==> src/rtl/stamp_fifo_pkg.sv <==
package stamp_fifo_pkg;
  localparam int unsigned STAMP_W = 32;
  localparam int unsigned CODE_W  = 2;

  typedef enum logic [CODE_W-1:0] {
    EV_START = 2'd0,
    EV_END   = 2'd1,
    EV_IDLE  = 2'd2,
    EV_DONE  = 2'd3
  } ev_code_t;
endpackage

==> src/rtl/stamp_fifo_ptr.sv <==
module stamp_fifo_ptr #(
  parameter int unsigned AW = 3
) (
  input  logic        clk,
  input  logic        rst_n,
  input  logic        adv,
  output logic [AW:0] ptr
);
  function automatic logic [AW:0] ptr_next(input logic [AW:0] p);
    return p + {{AW{1'b0}}, 1'b1};
  endfunction

  always_ff @(posedge clk or negedge rst_n) begin
    if (!rst_n)   ptr <= '0;
    else if (adv) ptr <= ptr_next(ptr);
  end
endmodule

==> src/rtl/stamp_fifo_store.sv <==
module stamp_fifo_store #(
  parameter int unsigned AW = 3,
  parameter int unsigned W  = 8
) (
  input  logic          clk,
  input  logic          we,
  input  logic [AW-1:0] waddr,
  input  logic [W-1:0]  wdata,
  input  logic [AW-1:0] raddr,
  output logic [W-1:0]  rdata
);
  localparam int unsigned SLOTS = 1 << AW;
  logic [W-1:0] mem [SLOTS];

  always_ff @(posedge clk) begin
    if (we) mem[waddr] <= wdata;
  end

  assign rdata = mem[raddr];
endmodule

==> src/rtl/stamp_fifo_out.sv <==
module stamp_fifo_out
  import stamp_fifo_pkg::*;
#(
  parameter int unsigned BLK_W = 8
) (
  input  logic               clk,
  input  logic               rst_n,
  input  logic               load,
  input  logic               idle,
  input  logic [CODE_W-1:0]  ld_code,
  input  logic [BLK_W-1:0]   ld_blk,
  input  logic [STAMP_W-1:0] ld_stamp,
  output logic               out_valid,
  output logic [CODE_W-1:0]  out_code,
  output logic [BLK_W-1:0]   out_blk,
  output logic [STAMP_W-1:0] out_stamp
);
  always_ff @(posedge clk or negedge rst_n) begin
    if (!rst_n) begin
      out_valid <= 1'b0;
      out_code  <= EV_IDLE;
      out_blk   <= '0;
      out_stamp <= '0;
    end else begin
      out_valid <= load;
      if (load) begin
        out_code  <= ld_code;
        out_blk   <= ld_blk;
        out_stamp <= ld_stamp;
      end else if (idle) begin
        out_code  <= EV_IDLE;
      end
    end
  end
endmodule

==> src/rtl/stamp_fifo.sv <==
module stamp_fifo
  import stamp_fifo_pkg::*;
#(
  parameter int unsigned DEPTH = 8,
  parameter int unsigned BLK_W = 8
) (
  input  logic               clk,
  input  logic               rst_n,
  input  logic               push_req,
  input  logic [CODE_W-1:0]  in_code,
  input  logic [BLK_W-1:0]   in_blk,
  input  logic [STAMP_W-1:0] cycle_cnt,
  output logic               push_stall,
  output logic               full,
  input  logic               pop_req,
  output logic               pop_stall,
  output logic               empty,
  output logic               out_valid,
  output logic [CODE_W-1:0]  out_code,
  output logic [BLK_W-1:0]   out_blk,
  output logic [STAMP_W-1:0] out_stamp
);
  localparam int unsigned AW = (DEPTH < 2) ? 1 : $clog2(DEPTH);
  localparam int unsigned LW = AW + 1;
  localparam int unsigned EW = CODE_W + BLK_W + STAMP_W;

  function automatic logic [LW-1:0] fill_level(input logic [LW-1:0] w, input logic [LW-1:0] r);
    return w - r;
  endfunction

  logic [LW-1:0] wr_ptr, rd_ptr, level;
  logic          push_ok, pop_ok;
  logic [EW-1:0] wr_word, rd_word;

  assign level      = fill_level(wr_ptr, rd_ptr);
  assign empty      = (level == '0);
  assign full       = (level == LW'(DEPTH));
  assign push_ok    = push_req && !full;
  assign pop_ok     = pop_req && !empty;
  assign push_stall = push_req && full;
  assign pop_stall  = pop_req && empty;
  assign wr_word    = {in_code, in_blk, cycle_cnt};

  stamp_fifo_ptr #(.AW(AW)) u_wptr (.clk(clk), .rst_n(rst_n), .adv(push_ok), .ptr(wr_ptr));
  stamp_fifo_ptr #(.AW(AW)) u_rptr (.clk(clk), .rst_n(rst_n), .adv(pop_ok),  .ptr(rd_ptr));

  stamp_fifo_store #(.AW(AW), .W(EW)) u_store (
    .clk(clk), .we(push_ok), .waddr(wr_ptr[AW-1:0]), .wdata(wr_word),
    .raddr(rd_ptr[AW-1:0]), .rdata(rd_word)
  );

  stamp_fifo_out #(.BLK_W(BLK_W)) u_out (
    .clk(clk), .rst_n(rst_n), .load(pop_ok), .idle(empty),
    .ld_code(rd_word[EW-1 -: CODE_W]),
    .ld_blk(rd_word[STAMP_W +: BLK_W]),
    .ld_stamp(rd_word[STAMP_W-1:0]),
    .out_valid(out_valid), .out_code(out_code),
    .out_blk(out_blk), .out_stamp(out_stamp)
  );
endmodule

==> config.mk <==
export PLATFORM = sky130hd
export DESIGN_NAME = stamp_fifo
export DESIGN_NICKNAME = d
export VERILOG_FILES = /design/src/rtl/stamp_fifo_pkg.sv /design/src/rtl/stamp_fifo_ptr.sv /design/src/rtl/stamp_fifo_store.sv /design/src/rtl/stamp_fifo_out.sv /design/src/rtl/stamp_fifo.sv
export SDC_FILE = /design/constraint.sdc
export NUM_CORES = 1
export LEC_CHECK = 0
export BUFFER_PORTS_ARGS = -buffer_cell sky130_fd_sc_hd__buf_2
export CAP_MARGIN = 20
export CORE_UTILIZATION = 65
export CTS_CLUSTER_DIAMETER = 100
export DETAILED_ROUTE_END_ITERATION = 7
export PLACE_DENSITY = 0.9
export SLEW_MARGIN = 20
export SYNTH_ARGS = -nofsm -noshare
export SYNTH_HDL_FRONTEND = slang
export SYNTH_HIERARCHICAL = 1
export SYNTH_SLANG_ARGS = --single-unit
==> constraint.sdc <==
create_clock -name clk -period 15.47 [get_ports clk]
set_input_delay 2.3205 -clock clk [delete_from_list [all_inputs] [get_ports clk]]
set_output_delay 2.3205 -clock clk [all_outputs]
set_load 0.02 [all_outputs]
==> results of run 1 <==
==> cell type report <==
type	count	area, um^2	share of cell area, %
Timing Repair Buffer	106	566	3.34
Multi-Input combinational cell	223	3440	20.3
Sequential cell	387	11400	67.3
Clock buffer	54	1060	6.28
Clock inverter	13	91.3	0.540
Tap cell	285	357	2.11
Inverter	5	18.8	0.111
Antenna cell	2	5.00	0.0296
==> report_power, final <==
| group | switching [W] | internal [W] | leakage, nW |
|---|---|---|---|
| Sequential | 0.000141 | 0.00137 | 3.64 |
| Combinational | 0.000575 | 0.000549 | 1.63 |
| Clock | 0.000369 | 0.000495 | 0.565 |
| Total | 0.00109 | 0.00242 | 5.84 |
==> cell families (layout without fill, tap and decap cells) <==
kind of cell             after synthesis  after routing  synth area share (%)
AO/OA/AOI/OAI                         12             12                 0.643
other                                  0              2                     0
flip-flops                           387            387                  75.9
adder cells (fa/ha/maj)                5              5                 0.418
multiplexers                         168            168                  19.9
XOR/XNOR                              10             10                 0.585
AND/OR/NAND/NOR                       28             28                 0.936
buffers and inverters                 33            178                  1.67
==> flip-flops by register name, summed over array words and instances (netlist names) <==
| register | flops |
|---|---|
| u_out/out_blk | 8 |
| u_out/out_code | 2 |
| u_out/out_stamp | 32 |
| u_out/out_valid | 1 |
| u_rptr/ptr | 4 |
| u_store/mem | 336 |
| u_wptr/ptr | 4 |
==> layout by cell type, fill, tap and decap left out, drive strengths merged, types with 4 or more instances in the layout <==
master	n
buf	106
clkbuf	54
clkinv	10
dfrtp	50
edfxtp	336
ha	5
inv	6
mux2	84
mux4	84
nand2	7
nand2b	5
nor2	7
o21ai	4
xnor2	6
xor2	4
==> path summary, 6_finish.rpt <==
path | slack, ps | to | from
hold / removal | 510 | u_out/out_stamp[25] | u_out/out_stamp[25]
setup reg to reg | 11270 | u_store/mem[1][40] | u_rptr/ptr[0]
min in group asynchronous | 1940 | u_out/out_stamp[24] | rst_n
setup / recovery | 9850 | empty | u_rptr/ptr[0]
max in group asynchronous | 12950 | u_rptr/ptr[2] | rst_n
hold reg to reg | 510 | u_out/out_stamp[25] | u_out/out_stamp[25]
==> worst max-delay path, delay by kind of cell, from the launching register on <==
kind	cells	cell delay [ps]
and+or+nand+nor	1	130
DFF	1	1040
AOI/OAI and AO/OA	1	700
xor gates and xnor gates	1	220
buffers and inverters	1	310
adders and majority gates	1	350
==> through the flow <==
step	utilization, %	setup WS [ps]
after global placement	69.6	10150
final	74.7	9850
after detailed placement	69.6	10130
after CTS	74.7	9750
after global routing	74.7	9620
after floorplan	-	9170
==> routing by layer <==
layer  up-vias  track usage, %  part of all wire, %
met5         -               0                0.054
met4         2            9.76                  2.6
met2       381            45.9                   51
li1       2892               -                    -
met3        69            5.44                  7.6
met1      3761            38.9                   39
==> parameters.txt, run 1 <==
Parameter                              Value

Yosys
  Instance count of the mapped netlist ... 643
  Netlist cell types ... 31
  Most frequent cell after synthesis ... sky130_fd_sc_hd__edfxtp_1
  Synthesized Nets ... 694
  Sequential area share after synthesis ... 75.9%
  Warnings, synthesis ... 6
  Avg Cell Area, Syn ... 23.3 um^2
  Mapped Area ... 15000 um^2
  Area share of the largest cell type after synthesis ... 67.4%
  Dominant cell type by area after synthesis ... sky130_fd_sc_hd__edfxtp_1
  Async SR Flop Fraction ... 13.2%
  Number of flip-flops and latches in the synthesized netlist ... 387
  Synth top cells by count ... sky130_fd_sc_hd__edfxtp_1, sky130_fd_sc_hd__mux4_2, sky130_fd_sc_hd__dfrtp_1, sky130_fd_sc_hd__mux2_2, sky130_fd_sc_hd__mux2_4
  Most used flip-flop cell after synthesis ... sky130_fd_sc_hd__edfxtp_1
  Largest cells by area after synthesis ... sky130_fd_sc_hd__edfxtp_1, sky130_fd_sc_hd__mux4_2, sky130_fd_sc_hd__dfrtp_1
  Count of flip-flops with a built-in enable after synthesis ... 336

Run
  Max capacitance violation total ... 0

Floorplanning
  Count of boundary I/O pins ... 93
  Cell row count ... 55
  Die footprint ... 23700 um^2
  Die width ... 154 um
  Die Height ... 154 um
  Area of the placeable core ... 22600 um^2
  Effective utilization at floorplan ... 66.2%

Routing
  Mean number of vias per cell ... 6.61
  Average wire per standard cell ... 29.4 um
  Post-detailed-route count of antenna-violating nets ... 0
  Overall via count from detail_route ... 7105
  Total length of routed wires ... 31600 um
  DRC errors left ... 0
  Drt first pass iters ... 7
  Iteration-0 DRC count of the detailed router ... 767

Place
  Final GP Congestion ... 0.777
  Placement Cell Area ... 15800 um^2
  Estimated wirelength of the detail-placed design ... 16700 um
  Count of input and output buffers ... 92
  Cells after DPL ... 1006

GRT
  First-pass GRT wire length ... 47700 um
  Antenna violations before repair ... 3
  Pin count of the biggest net entering global routing ... 63
  GRT Util Overall ... 28.1%
  Remaining global-route overflow ... 0
  Via count of the first global-routing pass ... 7607

Timing
  Max-slew headroom at the worst pin ... 23.5%
  Transition time at the pin with the least slew margin ... 1140 ps
  Final count of pins violating max slew ... 0
  Portion of the clock cycle consumed by the worst path in the final layout ... 36.3%
  Worst hold slack across all endpoints ... 508 ps
  Achievable frequency ... 178 MHz
  Unrepaired setup endpoints after global routing ... false
  Setup TNS Final ... 0 ps
  Finish-stage setup viols ... 0
  Final Critical Period ... 5620 ps
  Worst clock skew ... 20.0 ps
  Hold violation count in the final report ... 0

Hold path
  Hold Crit Class ... flop to flop
  WHS Path Cells ... 1

Setup path
  Largest stage delay on the critical path ... 1040 ps
  Worst path arrival time ... 3300 ps
  Cell with the largest stage delay on the worst path ... sky130_fd_sc_hd__dfrtp_4
  CP Launch Type ... flop
  Path depth of the worst reg2reg path ... 7
  Largest fanout on the critical path ... 48
  Type of the setup path with the least slack ... flop to output port
  Type of element capturing the critical path ... output port
  List of cells traversed by the critical path ... ha_1 > nand2b_1 > xor2_1 > a211oi_1 > buf_2
  Crit path required time ... 13150 ps

Outcome
  Outcome ... finished clean

CTS
  Buffer cell driving the clock tree root ... sky130_fd_sc_hd__clkbuf_16
  Total CTS buffers ... 37
  Clock buffer depth ... 3
  TritonCTS clock tree ... done
  Number of levels in the clock H-tree ... 2
  Post-cts gate resize count ... 0
  Sinks on Clock Net ... 387
  Later-pin clock latency in the skew report ... 530 ps
  Hold bufs inserted after CTS ... 0
  Clk slew on worst S/H paths ... 60 ps
  Post-CTS setup repair buffer count ... 0

Final layout
  Number of standard cells in the layout, taps in and fillers out ... 1075
  Total number of nets in the final design ... 811
  Synthesis-to-layout area growth ... 12.9%
  Fraction of final layout cells sized beyond drive strength 1 ... 43.4%
  Number of filler cells placed in the layout ... 1111
  Final cell area excluding filler cells ... 16900 um^2

Power
  Peak VDD IR ... 0.187 mV
  Lkg Pwr ... 5.84 nW
  Power density cells ... 207 nW/um^2
  Total power ... 0.00350 W
No activity file was read; power rests on OpenSTA's default activity.
==> inputs of run 2 (changes only) <==
- CORE_UTILIZATION: 65 -> 60
- PLACE_DENSITY: 0.9 -> 0.84
- clock period: 15.47 -> 5.4 ns (I/O delays scaled with it)
==> run 2 against run 1 <==
Combinational power grew to 2.9 times the previous value. Cell area is 0.86% higher. Flip-flop and latch count unchanged. Largest power group unchanged. Critical path type is now flop to flop. First-iteration DRC count down 18%. Power rose to 2.9 times the previous value. Sequential power rose to 2.8 times the previous value. Clock skew decreased by 3.4 ps. Die area increased by 8.2%. Via count fell by 3.2%. Routed wire length fell by 7.3%. Count of clock-buffer cells in the layout fell by 2. Clock power grew to 3.0 times the previous value.
==> parameters.txt, run 2 (synthesis results as in run 1) <==
Parameter                              Value

GRT
  Antenna violations before repair ... 6 (+3)
  GRT Util Overall ... 23.8% (-4.3 points)
  Pin count of the biggest net entering global routing ... 65 (+3.2%)
  First-pass GRT wire length ... 44700 um (-6.3%)
  Via count of the first global-routing pass ... 7516 (-1.2%)
  Remaining global-route overflow ... 0 (unchanged)

CTS
  Clk slew on worst S/H paths ... 60 ps (about the same)
  Clock buffer depth ... 3 (unchanged)
  Post-cts gate resize count ... 0 (unchanged)
  TritonCTS clock tree ... done
  Later-pin clock latency in the skew report ... 520 ps (about the same)
  Sinks on Clock Net ... 387 (unchanged)
  Number of levels in the clock H-tree ... 2 (unchanged)
  Buffer cell driving the clock tree root ... sky130_fd_sc_hd__clkbuf_16
  Total CTS buffers ... 38 (+2.7%)
  Hold bufs inserted after CTS ... 0 (unchanged)
  Post-CTS setup repair buffer count ... 0 (unchanged)

Final layout
  Number of filler cells placed in the layout ... 1440 (+30%)
  Most frequent cells in the layout ... sky130_fd_sc_hd__edfxtp_1, sky130_fd_sc_hd__buf_2, sky130_fd_sc_hd__mux4_2, sky130_fd_sc_hd__mux2_2, sky130_fd_sc_hd__dfrtp_1
  Number of standard cells in the layout, taps in and fillers out ... 1123 (+4.5%)
  Largest registers ... u_store/mem x336, u_out/out_stamp x32, u_out/out_blk x8
  Total number of nets in the final design ... 814 (+0.37%)
  Area of all sequential standard cells ... 11400 um^2 (unchanged)
  Multi-input logic area ... 3440 um^2 (unchanged)
  Flip-flop count of the largest register, all copies and words added ... 336 (unchanged)
  Fraction of final layout cells sized beyond drive strength 1 ... 43.3% (-0.15 points)
  Largest reg by FF count ... u_store/mem
  Synthesis-to-layout area growth ... 13.9%
  Leading cell type in the layout, fill and taps excluded ... sky130_fd_sc_hd__edfxtp_1

Floorplanning
  Die footprint ... 25600 um^2 (+8.2%)
  Die width ... 160 um (+4.0%)
  Area of the placeable core ... 24400 um^2 (+7.7%)
  Die Height ... 160 um (+4.0%)
  Effective utilization at floorplan ... 61.4% (-4.7 points)
  Count of boundary I/O pins ... 93 (unchanged)
  Cell row count ... 57 (+3.6%)

Setup path
  Crit path buffers/inverters ... 2 (+1)
  Cell with the largest stage delay on the worst path ... sky130_fd_sc_hd__nor2_4
  Largest fanout on the critical path ... 27 (-44%)
  CP Launch Type ... flop
  Crit path required time ... 5600 ps (-7550 ps)
  Largest stage delay on the critical path ... 860 ps (-180 ps)
  Type of element capturing the critical path ... flop
  List of cells traversed by the critical path ... inv_1 > ha_1 > a21oi_1 > nand3_1 > a41oi_1 > nand2b_1 > nor2_4 > buf_4
  Kind of cell adding the most delay to the critical path ... simple AND/OR/NAND/NOR gates
  Path depth of the worst reg2reg path ... 8 (+1)
  Type of the setup path with the least slack ... flop to flop
  Crit. path cell count ... 8 (+3)
  Worst path arrival time ... 4320 ps (+1020 ps)

Timing
  Finish-stage setup viols ... 0 (unchanged)
  Max-slew headroom at the worst pin ... 31.3% (+7.9 points)
  Transition time at the pin with the least slew margin ... 1030 ps (-117 ps)
  Final Critical Period ... 4120 ps
  Unrepaired setup endpoints after global routing ... false
  Worst clock skew ... 16.6 ps (-3.42 ps)
  Setup TNS Final ... 0 ps (unchanged)
  Achievable frequency ... 243 MHz
  Hold violation count in the final report ... 0 (unchanged)
  Final count of pins violating max slew ... 0 (unchanged)
  Portion of the clock cycle consumed by the worst path in the final layout ... 76.2%

Routing
  Mean number of vias per cell ... 6.13 (-7.3%)
  Iteration-0 DRC count of the detailed router ... 628 (-18%)
  DRC errors left ... 0 (unchanged)
  Post-detailed-route count of antenna-violating nets ... 0 (unchanged)
  Total length of routed wires ... 29300 um (-7.3%)
  Drt first pass iters ... 5 (-2)
  Average wire per standard cell ... 26.1 um (-11%)
  Overall via count from detail_route ... 6881 (-3.2%)

Place
  Estimated wirelength of the detail-placed design ... 17300 um (+3.4%)
  Final GP Congestion ... 0.768 (-1.1%)
  Count of input and output buffers ... 92 (unchanged)
  Cells after DPL ... 1047 (+4.1%)

Power
  Peak VDD IR ... 0.357 mV (+91%)
  Power density cells ... 589 nW/um^2 (+180%)
  Lkg Pwr ... 5.88 nW (+0.69%)
  Total power ... 0.0100 W (+190%)

Outcome
  Outcome ... finished clean

Hold path
  Hold Crit Class ... input port to asynchronous set/reset pin

Run
  Max capacitance violation total ... 0 (unchanged)
==> run 2: path summary, 6_finish.rpt <==
check                                  from                  to  slack, ps
max in group asynchronous             rst_n   u_out/out_code[1]       4170
min reg2reg                u_out/out_blk[7]    u_out/out_blk[7]        510
min in group clk           u_out/out_blk[7]    u_out/out_blk[7]        510
max                           u_rptr/ptr[2]  u_store/mem[2][32]       1280
max reg2reg                   u_rptr/ptr[2]  u_store/mem[2][32]       1280
min                                   rst_n       u_rptr/ptr[0]        330
==> run 2: power breakdown <==
group | leakage [nW] | internal (W) | switching [W]
combinational | 1.64 | 0.00158 | 0.00165
sequential | 3.64 | 0.00393 | 0.000330
clock | 0.590 | 0.00149 | 0.00107
total | 5.88 | 0.00700 | 0.00305
==> run 2: cell type report <==
cell class / instances / share of cell area (%)
multi-input cells: 223 / 20.1
clock buffers: 52 / 6.07
repair buffers: 108 / 3.48
well taps: 324 / 2.38
flip-flops and latches: 387 / 66.7
diodes: 6 / 0.0880
clock inverters: 18 / 1.04
inverters: 5 / 0.110
==> run 2: through the flow <==
| stage | util, % | setup slack [ps] | cell area, um^2 | hold WS (ps) |
|---|---|---|---|---|
| after global routing | 69.9 | 969 | 17100 | 365 |
| final | 69.9 | 1280 | 17100 | 331 |
| after floorplan | - | 266 | 15000 | 501 |
| after global placement | 64.9 | 1610 | 15800 | 490 |
| after detailed placement | 64.9 | 1310 | 15800 | 490 |
| after CTS | 69.9 | 1260 | 17000 | 346 |
==> run 2: per-layer routing <==
layer	up-vias	track usage, %	part of all wire [%]
met3	60	4.39	6.0
met1	3638	30.9	38
met4	0	8.40	2.3
met5	-	0	0
li1	2905	-	-
met2	278	40.8	53
==> inputs of run 3 (changes only) <==
- CORE_UTILIZATION: 60 -> 54
- PLACE_DENSITY: 0.84 -> 0.8
- clock period: 5.4 -> 3.6 ns (I/O delays scaled with it)
==> run 3 against run 2 <==
First-iteration DRC count shrank 23%. Register-to-register slack got worse by 920 ps. Power increased by 49%. Critical path type is now flop to output port. Highest routed layer is now met5.
==> parameters.txt, run 3 (synthesis results as in run 1) <==
Parameter                              Value

Hold path
  Hold Crit Class ... input port to asynchronous set/reset pin

Final layout
  Number of standard cells in the layout, taps in and fillers out ... 1177 (+4.8%)
  Largest reg by FF count ... u_store/mem
  Most frequent cells in the layout ... sky130_fd_sc_hd__edfxtp_1, sky130_fd_sc_hd__buf_2, sky130_fd_sc_hd__mux4_2, sky130_fd_sc_hd__mux2_2, sky130_fd_sc_hd__dfrtp_1
  Total number of nets in the final design ... 823 (+1.1%)
  Largest registers ... u_store/mem x336, u_out/out_stamp x32, u_out/out_blk x8
  Leading cell type in the layout, fill and taps excluded ... sky130_fd_sc_hd__edfxtp_1
  Fraction of final layout cells sized beyond drive strength 1 ... 43.9% (+0.64 points)
  Number of filler cells placed in the layout ... 1788 (+24%)
  Synthesis-to-layout area growth ... 14.8%
  Flip-flop count of the largest register, all copies and words added ... 336 (unchanged)

GRT
  Pin count of the biggest net entering global routing ... 88 (+35%)
  First-pass GRT wire length ... 42800 um (-4.4%)
  GRT Util Overall ... 20.3% (-3.5 points)
  Remaining global-route overflow ... 0 (unchanged)
  Via count of the first global-routing pass ... 7380 (-1.8%)
  Antenna violations before repair ... 4 (-2)

CTS
  Hold bufs inserted after CTS ... 0 (unchanged)
  Total CTS buffers ... 39 (+2.6%)
  Number of levels in the clock H-tree ... 2 (unchanged)
  Buffer cell driving the clock tree root ... sky130_fd_sc_hd__clkbuf_16
  Later-pin clock latency in the skew report ... 530 ps (about the same)
  Clk slew on worst S/H paths ... 60 ps (about the same)
  Clock buffer depth ... 3 (unchanged)
  Sinks on Clock Net ... 387 (unchanged)
  Post-cts gate resize count ... 0 (unchanged)
  TritonCTS clock tree ... done
  Post-CTS setup repair buffer count ... 0 (unchanged)

Timing
  Portion of the clock cycle consumed by the worst path in the final layout ... 91.8%
  Max-slew headroom at the worst pin ... 44.1% (+13 points)
  Transition time at the pin with the least slew margin ... 838 ps (-190 ps)
  Unrepaired setup endpoints after global routing ... false
  Finish-stage setup viols ... 0 (unchanged)
  Setup TNS Final ... 0 ps (unchanged)
  Worst clock skew ... 19.3 ps (+2.72 ps)
  Final count of pins violating max slew ... 0 (unchanged)
  Worst Slack Setup Final ... 297 ps (-988 ps)
  Worst hold slack across all endpoints ... 128 ps (-203 ps)
  Final Critical Period ... 3300 ps
  Achievable frequency ... 303 MHz
  Hold violation count in the final report ... 0 (unchanged)

Outcome
  Outcome ... finished clean

Setup path
  CP Launch Type ... flop
  CP startpoint ... u_wptr/ptr[2]
  Worst setup endpoint ... empty
  Startpoint of the lowest-slack register-to-register path ... u_wptr/ptr[0]
  Crit Reg-Reg Endpoint ... u_store/mem[0][28]
  Type of the setup path with the least slack ... flop to output port
  Worst reg-to-reg setup slack ... 360 ps (-920 ps)
  Path depth of the worst reg2reg path ... 8 (unchanged)
  Crit path required time ... 3060 ps (-2540 ps)
  Type of element capturing the critical path ... output port
  Worst path arrival time ... 2760 ps (-1560 ps)
  Largest fanout on the critical path ... 6 (-78%)

Place
  Count of input and output buffers ... 92 (unchanged)
  Cells after DPL ... 1103 (+5.3%)
  Final GP Congestion ... 0.824 (+7.2%)
  Estimated wirelength of the detail-placed design ... 15900 um (-7.5%)
  Post-placement setup slack ... 392 ps (-913 ps)

Floorplanning
  Effective utilization at floorplan ... 55.3% (-6.1 points)
  Die footprint ... 28400 um^2 (+11%)
  Die Height ... 169 um (+5.3%)
  Area of the placeable core ... 27100 um^2 (+11%)
  Cell row count ... 60 (+5.3%)
  Count of boundary I/O pins ... 93 (unchanged)
  Die width ... 169 um (+5.3%)

Routing
  Drt first pass iters ... 4 (-1)
  Average wire per standard cell ... 23.9 um (-8.6%)
  Total length of routed wires ... 28100 um (-4.2%)
  Mean number of vias per cell ... 5.80 (-5.4%)
  DRC errors left ... 0 (unchanged)
  Post-detailed-route count of antenna-violating nets ... 0 (unchanged)
  Overall via count from detail_route ... 6824 (-0.83%)
  Iteration-0 DRC count of the detailed router ... 481 (-23%)

Power
  Peak VDD IR ... 0.581 mV (+63%)
  Power density cells ... 872 nW/um^2 (+48%)
  Lkg Pwr ... 5.92 nW (+0.72%)
  Total power ... 0.0150 W (+49%)

Run
  Max capacitance violation total ... 0 (unchanged)
## run 3: area by class of cell
class                           count  area, um^2  area share, %
Sequential cell                   387       11400           66.1
Clock inverter                     12        85.1          0.495
Clock buffer                       59        1130           6.59
Multi-Input combinational cell    223        3450           20.1
Tap cell                          372         465           2.71
Antenna cell                        3        7.51         0.0436
Inverter                            5        18.8          0.109
Timing Repair Buffer              116         666           3.87
## run 3: metal layers
| metal | vias to the layer above | wire length, um | track usage [%] |
|---|---|---|---|
| li1 | 2917 | - | - |
| met1 | 3619 | 10800 | 25.8 |
| met2 | 219 | 14800 | 35.4 |
| met3 | 67 | 1570 | 3.37 |
| met4 | 2 | 877 | 8.06 |
| met5 | - | 14 | 0 |
## run 3: per-stage QoR
stage          cell area [um^2]  util [%]
2_1_floorplan             15000         -
4_1_cts                   17200      63.4
3_5_place_dp              16000      58.9
3_3_place_gp              16000      58.9
6_report                  17200      63.5
5_1_grt                   17200      63.5
## run 3: worst max-delay path, cell delays in order (launching register included)
cell                       delay [ps]
sky130_fd_sc_hd__dfrtp_1          440
sky130_fd_sc_hd__ha_1             420
sky130_fd_sc_hd__a21oi_1          250
sky130_fd_sc_hd__nand3_1          180
sky130_fd_sc_hd__a211oi_1         560
sky130_fd_sc_hd__buf_4            240
sky130_fd_sc_hd__buf_2            160
## run 3: power breakdown
group / internal, W / switching (W)
clock: 0.00224 / 0.00157
combinational: 0.00241 / 0.00254
sequential: 0.00589 / 0.000353
total: 0.0105 / 0.00447
## run 3: how the worst min path moves through the flow
stage	end	slack (ps)	cells after the start
after floorplan	u_out/out_blk[0]	240	0
after global placement	u_out/out_stamp[10]	490	1
after detailed placement	u_out/out_stamp[29]	490	1
after CTS	u_out/out_stamp[0]	140	1
after global routing	u_out/out_stamp[0]	160	1
final	u_out/out_stamp[0]	130	1
